## src/rtl/trace_filter_pkg.sv

```systemverilog
`timescale 1ns/1ps
package trace_filter_pkg;
  localparam int ADDR_W = 24;
  localparam logic [7:0] ACK_BYTE = 8'h4F;

  localparam int OPT_ONESHOT   = 0;
  localparam int OPT_WINDOW    = 1;
  localparam int OPT_NODUP     = 2;
  localparam int OPT_STARTTRIG = 3;
  localparam int OPT_ENDTRIG   = 4;
  localparam int OPT_REL       = 5;

  typedef struct packed {
    logic [7:0]        opt;
    logic [ADDR_W-1:0] lo;
    logic [ADDR_W-1:0] hi;
    logic [7:0]        hpp;
    logic [7:0]        limit;
  } trace_cfg_t;

  // Number of bytes per reported address, chosen by option bits 7:6.
  function automatic logic [1:0] report_bytes(logic [1:0] sel);
    case (sel)
      2'd1:    return 2'd1;
      2'd2:    return 2'd2;
      default: return 2'd3;
    endcase
  endfunction
endpackage

```

## src/rtl/hit_fifo.sv

```systemverilog
`timescale 1ns/1ps
module hit_fifo #(
  parameter int DEPTH = 16,
  parameter int W     = 24,
  localparam int AW   = (DEPTH > 1) ? $clog2(DEPTH) : 1,
  localparam int CW   = $clog2(DEPTH + 1)
) (
  input  logic          clk,
  input  logic          rst,
  input  logic          flush,
  input  logic          push,
  input  logic [W-1:0]  wdata,
  input  logic          pop,
  output logic [W-1:0]  rdata,
  output logic [CW-1:0] count,
  output logic          full,
  output logic          empty
);
  logic [W-1:0]  mem [DEPTH];
  logic [AW-1:0] wp, rp;

  assign full  = (count == CW'(DEPTH));
  assign empty = (count == '0);
  assign rdata = mem[rp];

  always_ff @(posedge clk) begin
    if (push) mem[wp] <= wdata;
  end

  always_ff @(posedge clk) begin
    if (rst || flush) begin
      wp    <= '0;
      rp    <= '0;
      count <= '0;
    end else begin
      if (push) wp <= (wp == AW'(DEPTH - 1)) ? '0 : wp + AW'(1);
      if (pop)  rp <= (rp == AW'(DEPTH - 1)) ? '0 : rp + AW'(1);
      count <= count + CW'(push) - CW'(pop);
    end
  end

  p_push_not_full_r12: assert property (@(posedge clk) disable iff (rst)
    push |-> !full);
  p_pop_not_empty_r8: assert property (@(posedge clk) disable iff (rst)
    pop |-> !empty);
endmodule

```

## src/rtl/hit_qualifier.sv

```systemverilog
`timescale 1ns/1ps
module hit_qualifier
  import trace_filter_pkg::*;
(
  input  logic              clk,
  input  logic              rst,
  input  logic              start_acc,
  input  logic              run,
  input  logic              accepting,
  input  logic              win_en,
  input  logic              nodup_en,
  input  logic              strig_en,
  input  logic              etrig_en,
  input  logic              rel_en,
  input  logic [ADDR_W-1:0] lo,
  input  logic [ADDR_W-1:0] hi,
  input  logic              hit_valid,
  input  logic [ADDR_W-1:0] hit_addr,
  output logic              q_valid,
  output logic [ADDR_W-1:0] q_addr,
  output logic              end_hit
);
  logic              triggered, prev_vld;
  logic [ADDR_W-1:0] prev_addr;
  logic              armed, end_match, win_ok, dup, seen;

  always_comb begin
    seen      = accepting && hit_valid;
    armed     = !strig_en || triggered;
    end_match = etrig_en && armed && (hit_addr == hi);
    win_ok    = !win_en || ((hit_addr >= lo) && (hit_addr <= hi));
    dup       = nodup_en && prev_vld && (hit_addr == prev_addr);
    q_valid   = seen && armed && !end_match && win_ok && !dup;
    end_hit   = seen && end_match;
    q_addr    = rel_en ? (hit_addr - lo) : hit_addr;
  end

  always_ff @(posedge clk) begin
    if (rst) begin
      triggered <= 1'b0;
      prev_vld  <= 1'b0;
      prev_addr <= '0;
    end else if (start_acc) begin
      triggered <= 1'b0;
      prev_vld  <= 1'b0;
    end else begin
      if (run && hit_valid) begin
        prev_vld  <= 1'b1;
        prev_addr <= hit_addr;
      end
      if (seen && strig_en && (hit_addr == lo)) triggered <= 1'b1;
    end
  end

  p_window_r2: assert property (@(posedge clk) disable iff (rst)
    (q_valid && win_en) |-> ((hit_addr >= lo) && (hit_addr <= hi)));
  p_no_repeat_r3: assert property (@(posedge clk) disable iff (rst)
    (q_valid && nodup_en && prev_vld) |-> (hit_addr != prev_addr));
  p_armed_before_report_r4: assert property (@(posedge clk) disable iff (rst)
    (q_valid && strig_en) |-> triggered);
endmodule

```

## src/rtl/pkt_sender.sv

```systemverilog
`timescale 1ns/1ps
module pkt_sender
  import trace_filter_pkg::*;
#(
  parameter int CW = 5
) (
  input  logic              clk,
  input  logic              rst,
  input  logic              start_acc,
  input  logic              run,
  input  logic              hard_q,
  input  logic              soft_q,
  input  logic [1:0]        width_sel,
  input  logic              one_shot,
  input  logic [7:0]        hpp,
  input  logic [7:0]        limit,
  input  logic              fifo_empty,
  input  logic [CW-1:0]     fifo_count,
  input  logic [ADDR_W-1:0] fifo_rdata,
  output logic              pop,
  output logic              sess_end,
  output logic [7:0]        out_data,
  output logic              out_valid,
  input  logic              out_ready
);
  logic [1:0]        bytes_left, w;
  logic [7:0]        hits_left, pkts_done, hits_base;
  logic              in_pkt;
  logic [ADDR_W-1:0] shreg, word;
  logic              ld, between, limit_hit, do_ack, do_load, enough;

  always_comb begin
    ld        = !out_valid || out_ready;
    w         = report_bytes(width_sel);
    between   = ld && run && (bytes_left == 2'd0);
    limit_hit = one_shot && (pkts_done >= limit);
    enough    = (32'(fifo_count) >= 32'(hpp));
    do_ack    = between && (hard_q || (!in_pkt && (soft_q || limit_hit)));
    do_load   = between && !do_ack && (in_pkt ? !fifo_empty : enough);
    pop       = do_load;
    sess_end  = do_ack;
    hits_base = in_pkt ? hits_left : hpp;
    case (w)
      2'd1:    word = {fifo_rdata[7:0], 16'h0};
      2'd2:    word = {fifo_rdata[15:0], 8'h0};
      default: word = fifo_rdata;
    endcase
  end

  always_ff @(posedge clk) begin
    if (rst) begin
      out_valid  <= 1'b0;
      out_data   <= '0;
      bytes_left <= '0;
      hits_left  <= '0;
      pkts_done  <= '0;
      in_pkt     <= 1'b0;
      shreg      <= '0;
    end else if (start_acc) begin
      bytes_left <= '0;
      hits_left  <= '0;
      pkts_done  <= '0;
      in_pkt     <= 1'b0;
    end else if (ld) begin
      if (bytes_left != 2'd0) begin
        out_data   <= shreg[ADDR_W-1 -: 8];
        shreg      <= shreg << 8;
        out_valid  <= 1'b1;
        bytes_left <= bytes_left - 2'd1;
        if (bytes_left == 2'd1) begin
          hits_left <= hits_left - 8'd1;
          if (hits_left == 8'd1) begin
            in_pkt    <= 1'b0;
            pkts_done <= pkts_done + 8'd1;
          end
        end
      end else if (do_ack) begin
        out_data  <= ACK_BYTE;
        out_valid <= 1'b1;
      end else if (do_load) begin
        out_data   <= word[ADDR_W-1 -: 8];
        shreg      <= word << 8;
        out_valid  <= 1'b1;
        bytes_left <= w - 2'd1;
        in_pkt     <= 1'b1;
        hits_left  <= hits_base;
        if (w == 2'd1) begin
          hits_left <= hits_base - 8'd1;
          if (hits_base == 8'd1) begin
            in_pkt    <= 1'b0;
            pkts_done <= pkts_done + 8'd1;
          end
        end
      end else begin
        out_valid <= 1'b0;
      end
    end
  end

  p_hold_stall_r13: assert property (@(posedge clk) disable iff (rst)
    (out_valid && !out_ready) |=> (out_valid && $stable(out_data)));
  p_pkt_backed_r8: assert property (@(posedge clk) disable iff (rst)
    (between && in_pkt && !hard_q) |-> !fifo_empty);
endmodule

```

## src/rtl/addr_trace_filter.sv

```systemverilog
`timescale 1ns/1ps
module addr_trace_filter
  import trace_filter_pkg::*;
#(
  parameter int DEPTH = 16,
  localparam int CW   = $clog2(DEPTH + 1)
) (
  input  logic              clk,
  input  logic              rst,
  input  logic              start,
  input  logic [7:0]        opt_mask,
  input  logic [ADDR_W-1:0] addr_lo,
  input  logic [ADDR_W-1:0] addr_hi,
  input  logic [7:0]        hits_per_pkt,
  input  logic [7:0]        pkt_count,
  input  logic              hit_valid,
  input  logic [ADDR_W-1:0] hit_addr,
  input  logic              hard_stop,
  input  logic              soft_stop,
  output logic [7:0]        out_data,
  output logic              out_valid,
  input  logic              out_ready,
  output logic              overflow,
  output logic              busy
);
  trace_cfg_t        cfg;
  logic              run, hard_q, soft_q, start_acc, accepting;
  logic              q_valid, end_hit, push, pop, sess_end;
  logic              fifo_full, fifo_empty;
  logic [ADDR_W-1:0] q_addr, fifo_rdata;
  logic [CW-1:0]     fifo_count;
  logic [7:0]        hpp_eff;

  assign busy      = run || out_valid;
  assign start_acc = start && !busy;
  assign accepting = run && !hard_q && !soft_q;
  assign push      = q_valid && !fifo_full;
  assign hpp_eff   = (hits_per_pkt == 8'd0)      ? 8'd1 :
                     (hits_per_pkt > 8'(DEPTH)) ? 8'(DEPTH) : hits_per_pkt;

  always_ff @(posedge clk) begin
    if (rst) begin
      cfg      <= '0;
      run      <= 1'b0;
      hard_q   <= 1'b0;
      soft_q   <= 1'b0;
      overflow <= 1'b0;
    end else if (start_acc) begin
      cfg      <= '{opt: opt_mask, lo: addr_lo, hi: addr_hi,
                    hpp: hpp_eff, limit: pkt_count};
      run      <= 1'b1;
      hard_q   <= 1'b0;
      soft_q   <= 1'b0;
      overflow <= 1'b0;
    end else begin
      if (sess_end) run <= 1'b0;
      if (run && hard_stop) hard_q <= 1'b1;
      if (run && (soft_stop || end_hit)) soft_q <= 1'b1;
      if (q_valid && fifo_full) overflow <= 1'b1;
    end
  end

  hit_qualifier u_qual (
    .clk       (clk),
    .rst       (rst),
    .start_acc (start_acc),
    .run       (run),
    .accepting (accepting),
    .win_en    (cfg.opt[OPT_WINDOW]),
    .nodup_en  (cfg.opt[OPT_NODUP]),
    .strig_en  (cfg.opt[OPT_STARTTRIG]),
    .etrig_en  (cfg.opt[OPT_ENDTRIG]),
    .rel_en    (cfg.opt[OPT_REL]),
    .lo        (cfg.lo),
    .hi        (cfg.hi),
    .hit_valid (hit_valid),
    .hit_addr  (hit_addr),
    .q_valid   (q_valid),
    .q_addr    (q_addr),
    .end_hit   (end_hit)
  );

  hit_fifo #(.DEPTH(DEPTH), .W(ADDR_W)) u_fifo (
    .clk   (clk),
    .rst   (rst),
    .flush (start_acc),
    .push  (push),
    .wdata (q_addr),
    .pop   (pop),
    .rdata (fifo_rdata),
    .count (fifo_count),
    .full  (fifo_full),
    .empty (fifo_empty)
  );

  pkt_sender #(.CW(CW)) u_send (
    .clk        (clk),
    .rst        (rst),
    .start_acc  (start_acc),
    .run        (run),
    .hard_q     (hard_q),
    .soft_q     (soft_q),
    .width_sel  (cfg.opt[7:6]),
    .one_shot   (cfg.opt[OPT_ONESHOT]),
    .hpp        (cfg.hpp),
    .limit      (cfg.limit),
    .fifo_empty (fifo_empty),
    .fifo_count (fifo_count),
    .fifo_rdata (fifo_rdata),
    .pop        (pop),
    .sess_end   (sess_end),
    .out_data   (out_data),
    .out_valid  (out_valid),
    .out_ready  (out_ready)
  );

  p_overflow_sticky_r12: assert property (@(posedge clk) disable iff (rst)
    (overflow && !start_acc) |=> overflow);
  p_idle_no_push_r14: assert property (@(posedge clk) disable iff (rst)
    !run |-> !push);
  p_stop_blocks_push_r11: assert property (@(posedge clk) disable iff (rst)
    (hard_q || soft_q) |-> !push);
endmodule

```

## config.mk

```make
export PLATFORM = sky130hd
export DESIGN_NAME = addr_trace_filter
export DESIGN_NICKNAME = d
export VERILOG_FILES = /design/src/rtl/trace_filter_pkg.sv /design/src/rtl/hit_fifo.sv /design/src/rtl/hit_qualifier.sv /design/src/rtl/pkt_sender.sv /design/src/rtl/addr_trace_filter.sv
export SDC_FILE = /design/constraint.sdc
export NUM_CORES = 1
export LEC_CHECK = 0
export BUFFER_PORTS_ARGS = -buffer_cell sky130_fd_sc_hd__buf_2
export CORE_ASPECT_RATIO = 1.5
export CORE_MARGIN = 8
export CORE_UTILIZATION = 60
export CTS_BUF_LIST = sky130_fd_sc_hd__clkbuf_8
export DETAILED_ROUTE_END_ITERATION = 10
export PLACE_DENSITY = 0.79
export SYNTH_ARGS = -nofsm -noshare
export SYNTH_HDL_FRONTEND = slang
export SYNTH_SLANG_ARGS = --single-unit
```

## constraint.sdc

```tcl
create_clock -name clk -period 5.3 [get_ports clk]
set_clock_uncertainty 0.05 [all_clocks]
set_input_delay 0.53 -clock clk [delete_from_list [all_inputs] [get_ports clk]]
set_output_delay 0.53 -clock clk [all_outputs]
set_load 0.05 [all_outputs]
```

==> metrics <==
max-slew violation total from the final report=0; Hold Path Origin=hits_per_pkt[0]; crit end category=flop; boundary pin count=114; share of layout cells above drive strength 1=18.3%; fill count=2732; R2R depth=16; fraction of registers with async set or reset after synthesis=0%; count of different cell masters after synthesis=73; Num CTS Buffers=76; DRC Markers=0; Port Buf Inserts=113; ANT nets after route=0; Critical Path Start Type=flop; CP bufs+invs=2; largest net degree at the start of global routing=93; Syn Inst Count=1910; Die Y-Extent=263 um; Setup CP Type=reg -> reg; fmax=250 MHz; Via Count=16200; Total GRT Usage=26.2%; syn_nets=2093; Die Area=47500 um2; Die Width=181 um; clk sinks=547; max cap viols=0; worst-path fanout max=23; met1 wire length=21900 um; R2R Path End=u_fifo.count[4]; Reg area=14800 um2; Final Hold Fails=0; worst path cell trace=ha_1 > fa_1 > nand2b_1 > a211o_1 > a211o_1 > nand3_1 > a311oi_1 > and4bb_2 > ha_1 > inv_1 > fa_1 > inv_1 > a21oi_1 > nor2_1 > or3_1 > a21oi_1; met3 WL=4410 um; Synth Warn #=0; Final Critical Period=4.00 ns; CP peak stage delay=0.63 ns; H-tree Lvls=3; vias in the first global route=16300; number of enable flip-flop cells after synthesis=384; Post-CTS Setup Repair Bufs=0; # setup viols final=0; core area=40200 um2; Routed WL=62500 um; DR vias/cell=6.18; flop-to-flop setup slack=1.30 ns; worst hold path cell count=3; Most used DFF post-synth=edfxtp_1; Placer Congestion=1.00; Clock Path Buffers=3; Congestion Overflow GR=0; Slew @ Worst Pin=1.29 ns; Lkg Pwr=9.46 nW; clock slew at reported path FFs=0.07 ns; VDD IR max=0.216 mV; Critical-path top delay cell=and4bb_2; worst hold path type=in -> reg; r2r startpoint=cfg[40]; total design power=10.2 mW; Iter 0 DRT Violations=1368; global-route wire length before repair=94800 um; clk root buf=clkbuf_8; area delta synth->final=10.8%; final core occ=67.2%; Hold Buf Count CTS=0; met2 wire len=31200 um; Netlist Area Pre-Place=24400 um2; hold endpoint=cfg[8]; Mean Syn Cell Area=12.8 um2; CTS tree=built; area of the multi-input gates=8890 um2; initial antenna violation count=2; cts repair resizes=0; DRT Pass-1 Iters=5; Worst EP required=5.75 ns; FP Rows=90; Initial Utilization=60.7%; top sig layer=met4; CP top delay family=adder cells; fin crit share=75.4%; arrival time worst endpoint=4.45 ns; DP HPWL=43200 um; sequential area share after synthesis=60.6%; Slew headroom=13.7%; worst skew pair latency=0.64 ns; Power Density=377 nW/um2; drt wl/cell=23.9 um; RSZ-0062 raised after global routing=false; WHS=0.0700 ns; outcome=completed; Setup Total Neg Slack=0 ns; Synth Register Bits=547; # nets final=2229
[logic make-up (layout without fill, tap and decap cells)]
family	Yosys count	count (layout)	synth area share [%]
other	0	1	0
buffers and inverters	184	380	3.00
AO/OA/AOI/OAI	355	355	9.09
flip-flops	547	547	60.6
multiplexers	156	156	11.1
adder cells (fa/ha/maj)	80	80	4.16
XOR/XNOR	59	59	2.12
AND/OR/NAND/NOR	529	529	9.92
[worst max-delay path by stage]
stage	start	endpoint	slack [ns]	depth (start not counted)
final	cfg[40]	u_fifo.count[4]	1.30	16
after global routing	cfg[30]	u_fifo.count[4]	0.94	16
after CTS	cfg[40]	u_fifo.count[4]	1.34	16
after detailed placement	hit_addr[0]	u_fifo.count[4]	0.90	18
after global placement	hit_addr[0]	u_fifo.count[4]	0.95	18
after floorplan	hit_addr[0]	u_fifo.mem[3][0]	0.63	11
[power by group]
| part | total [mW] | switching [mW] | leakage (nW) | internal, mW |
|---|---|---|---|---|
| registers | 4.96 | 0.148 | 4.78 | 4.81 |
| clock network | 3.24 | 1.57 | 0.850 | 1.67 |
| logic | 1.98 | 1.24 | 3.82 | 0.736 |
| total | 10.2 | 2.96 | 9.46 | 7.22 |
[synth_stat cells, types with 6 or more instances]
| cell | n | area (um2) |
|---|---|---|
| a211oi_1 | 7 | 52.6 |
| a21o_1 | 14 | 105 |
| a21oi_1 | 163 | 816 |
| a221oi_1 | 16 | 140 |
| a22o_1 | 6 | 52.6 |
| a22oi_1 | 20 | 150 |
| a31oi_1 | 6 | 37.5 |
| and2_1 | 8 | 50.1 |
| and3_1 | 19 | 119 |
| buf_1 | 10 | 37.5 |
| buf_2 | 20 | 100 |
| clkbuf_1 | 61 | 229 |
| dfxtp_1 | 163 | 3260 |
| edfxtp_1 | 384 | 11500 |
| ha_1 | 78 | 976 |
| inv_1 | 89 | 334 |
| mux2_2 | 20 | 225 |
| mux2i_1 | 47 | 470 |
| mux4_2 | 89 | 2000 |
| nand2_1 | 263 | 987 |
| nand2b_1 | 21 | 131 |
| nand3_1 | 33 | 165 |
| nand4_1 | 17 | 106 |
| nor2_1 | 88 | 330 |
| nor2b_1 | 13 | 81.3 |
| nor3_1 | 21 | 105 |
| o21ai_0 | 61 | 305 |
| o221ai_1 | 7 | 61.3 |
| o2bb2ai_1 | 6 | 52.6 |
| or3_1 | 18 | 113 |
| xnor2_1 | 45 | 394 |
| xor2_1 | 14 | 123 |
[worst min-delay path: stages]
cell and delay, ns:
buf_2 0.07, o21ai_0 0.07, nand2_1 0.06
[per-layer routing]
layer | global-route usage (%) | vias up
li1 | - | 7375
met1 | 29.2 | 7780
met2 | 44.7 | 810
met3 | 4.63 | 188
met4 | 19.3 | 0
met5 | 0 | -
[area by class of cell]
type	instances	share of cell area [%]
Timing Repair Buffer	151	3.20
Inverter	91	1.26
Clock inverter	57	1.43
Clock buffer	81	4.12
Sequential cell	547	54.8
Antenna cell	1	0.00926
Multi-Input combinational cell	1179	32.9
Tap cell	506	2.34
[metrics by stage]
| step | std cells | setup WS, ns | cell area (um2) |
|---|---|---|---|
| CTS | 2612 | 1.34 | 27000 |
| global placement | 2474 | 0.946 | 25500 |
| finish | 2613 | 1.30 | 27000 |
| detailed placement | 2474 | 0.905 | 25500 |
| floorplan | 1910 | 0.627 | 24400 |
| global route | 2613 | 0.935 | 27000 |
[flip-flops by register name (all words and copies together) (netlist names), 2 cells and up, named ones only]
name and cells:
cfg 72, u_send.hits_left 8, u_fifo.wp 4, u_fifo.rp 4, u_send.bytes_left 2, u_send.out_data 8, u_send.shreg 16, u_qual.prev_addr 24
u_fifo.count 5, u_send.pkts_done 8, u_fifo.mem 384
[cells in the final DEF, fill, tap and decap left out, drive strengths merged, types with 26 or more instances in the layout]
cell type,instances
nand2,263
ha,78
buf,151
clkinv,26
xnor2,45
clkbuf,81
edfxtp,384
nand3,33
a21oi,164
o21ai,64
mux4,89
inv,114
nor2,89
dfxtp,163
mux2i,47
No activity file was read; power rests on OpenSTA's default activity.
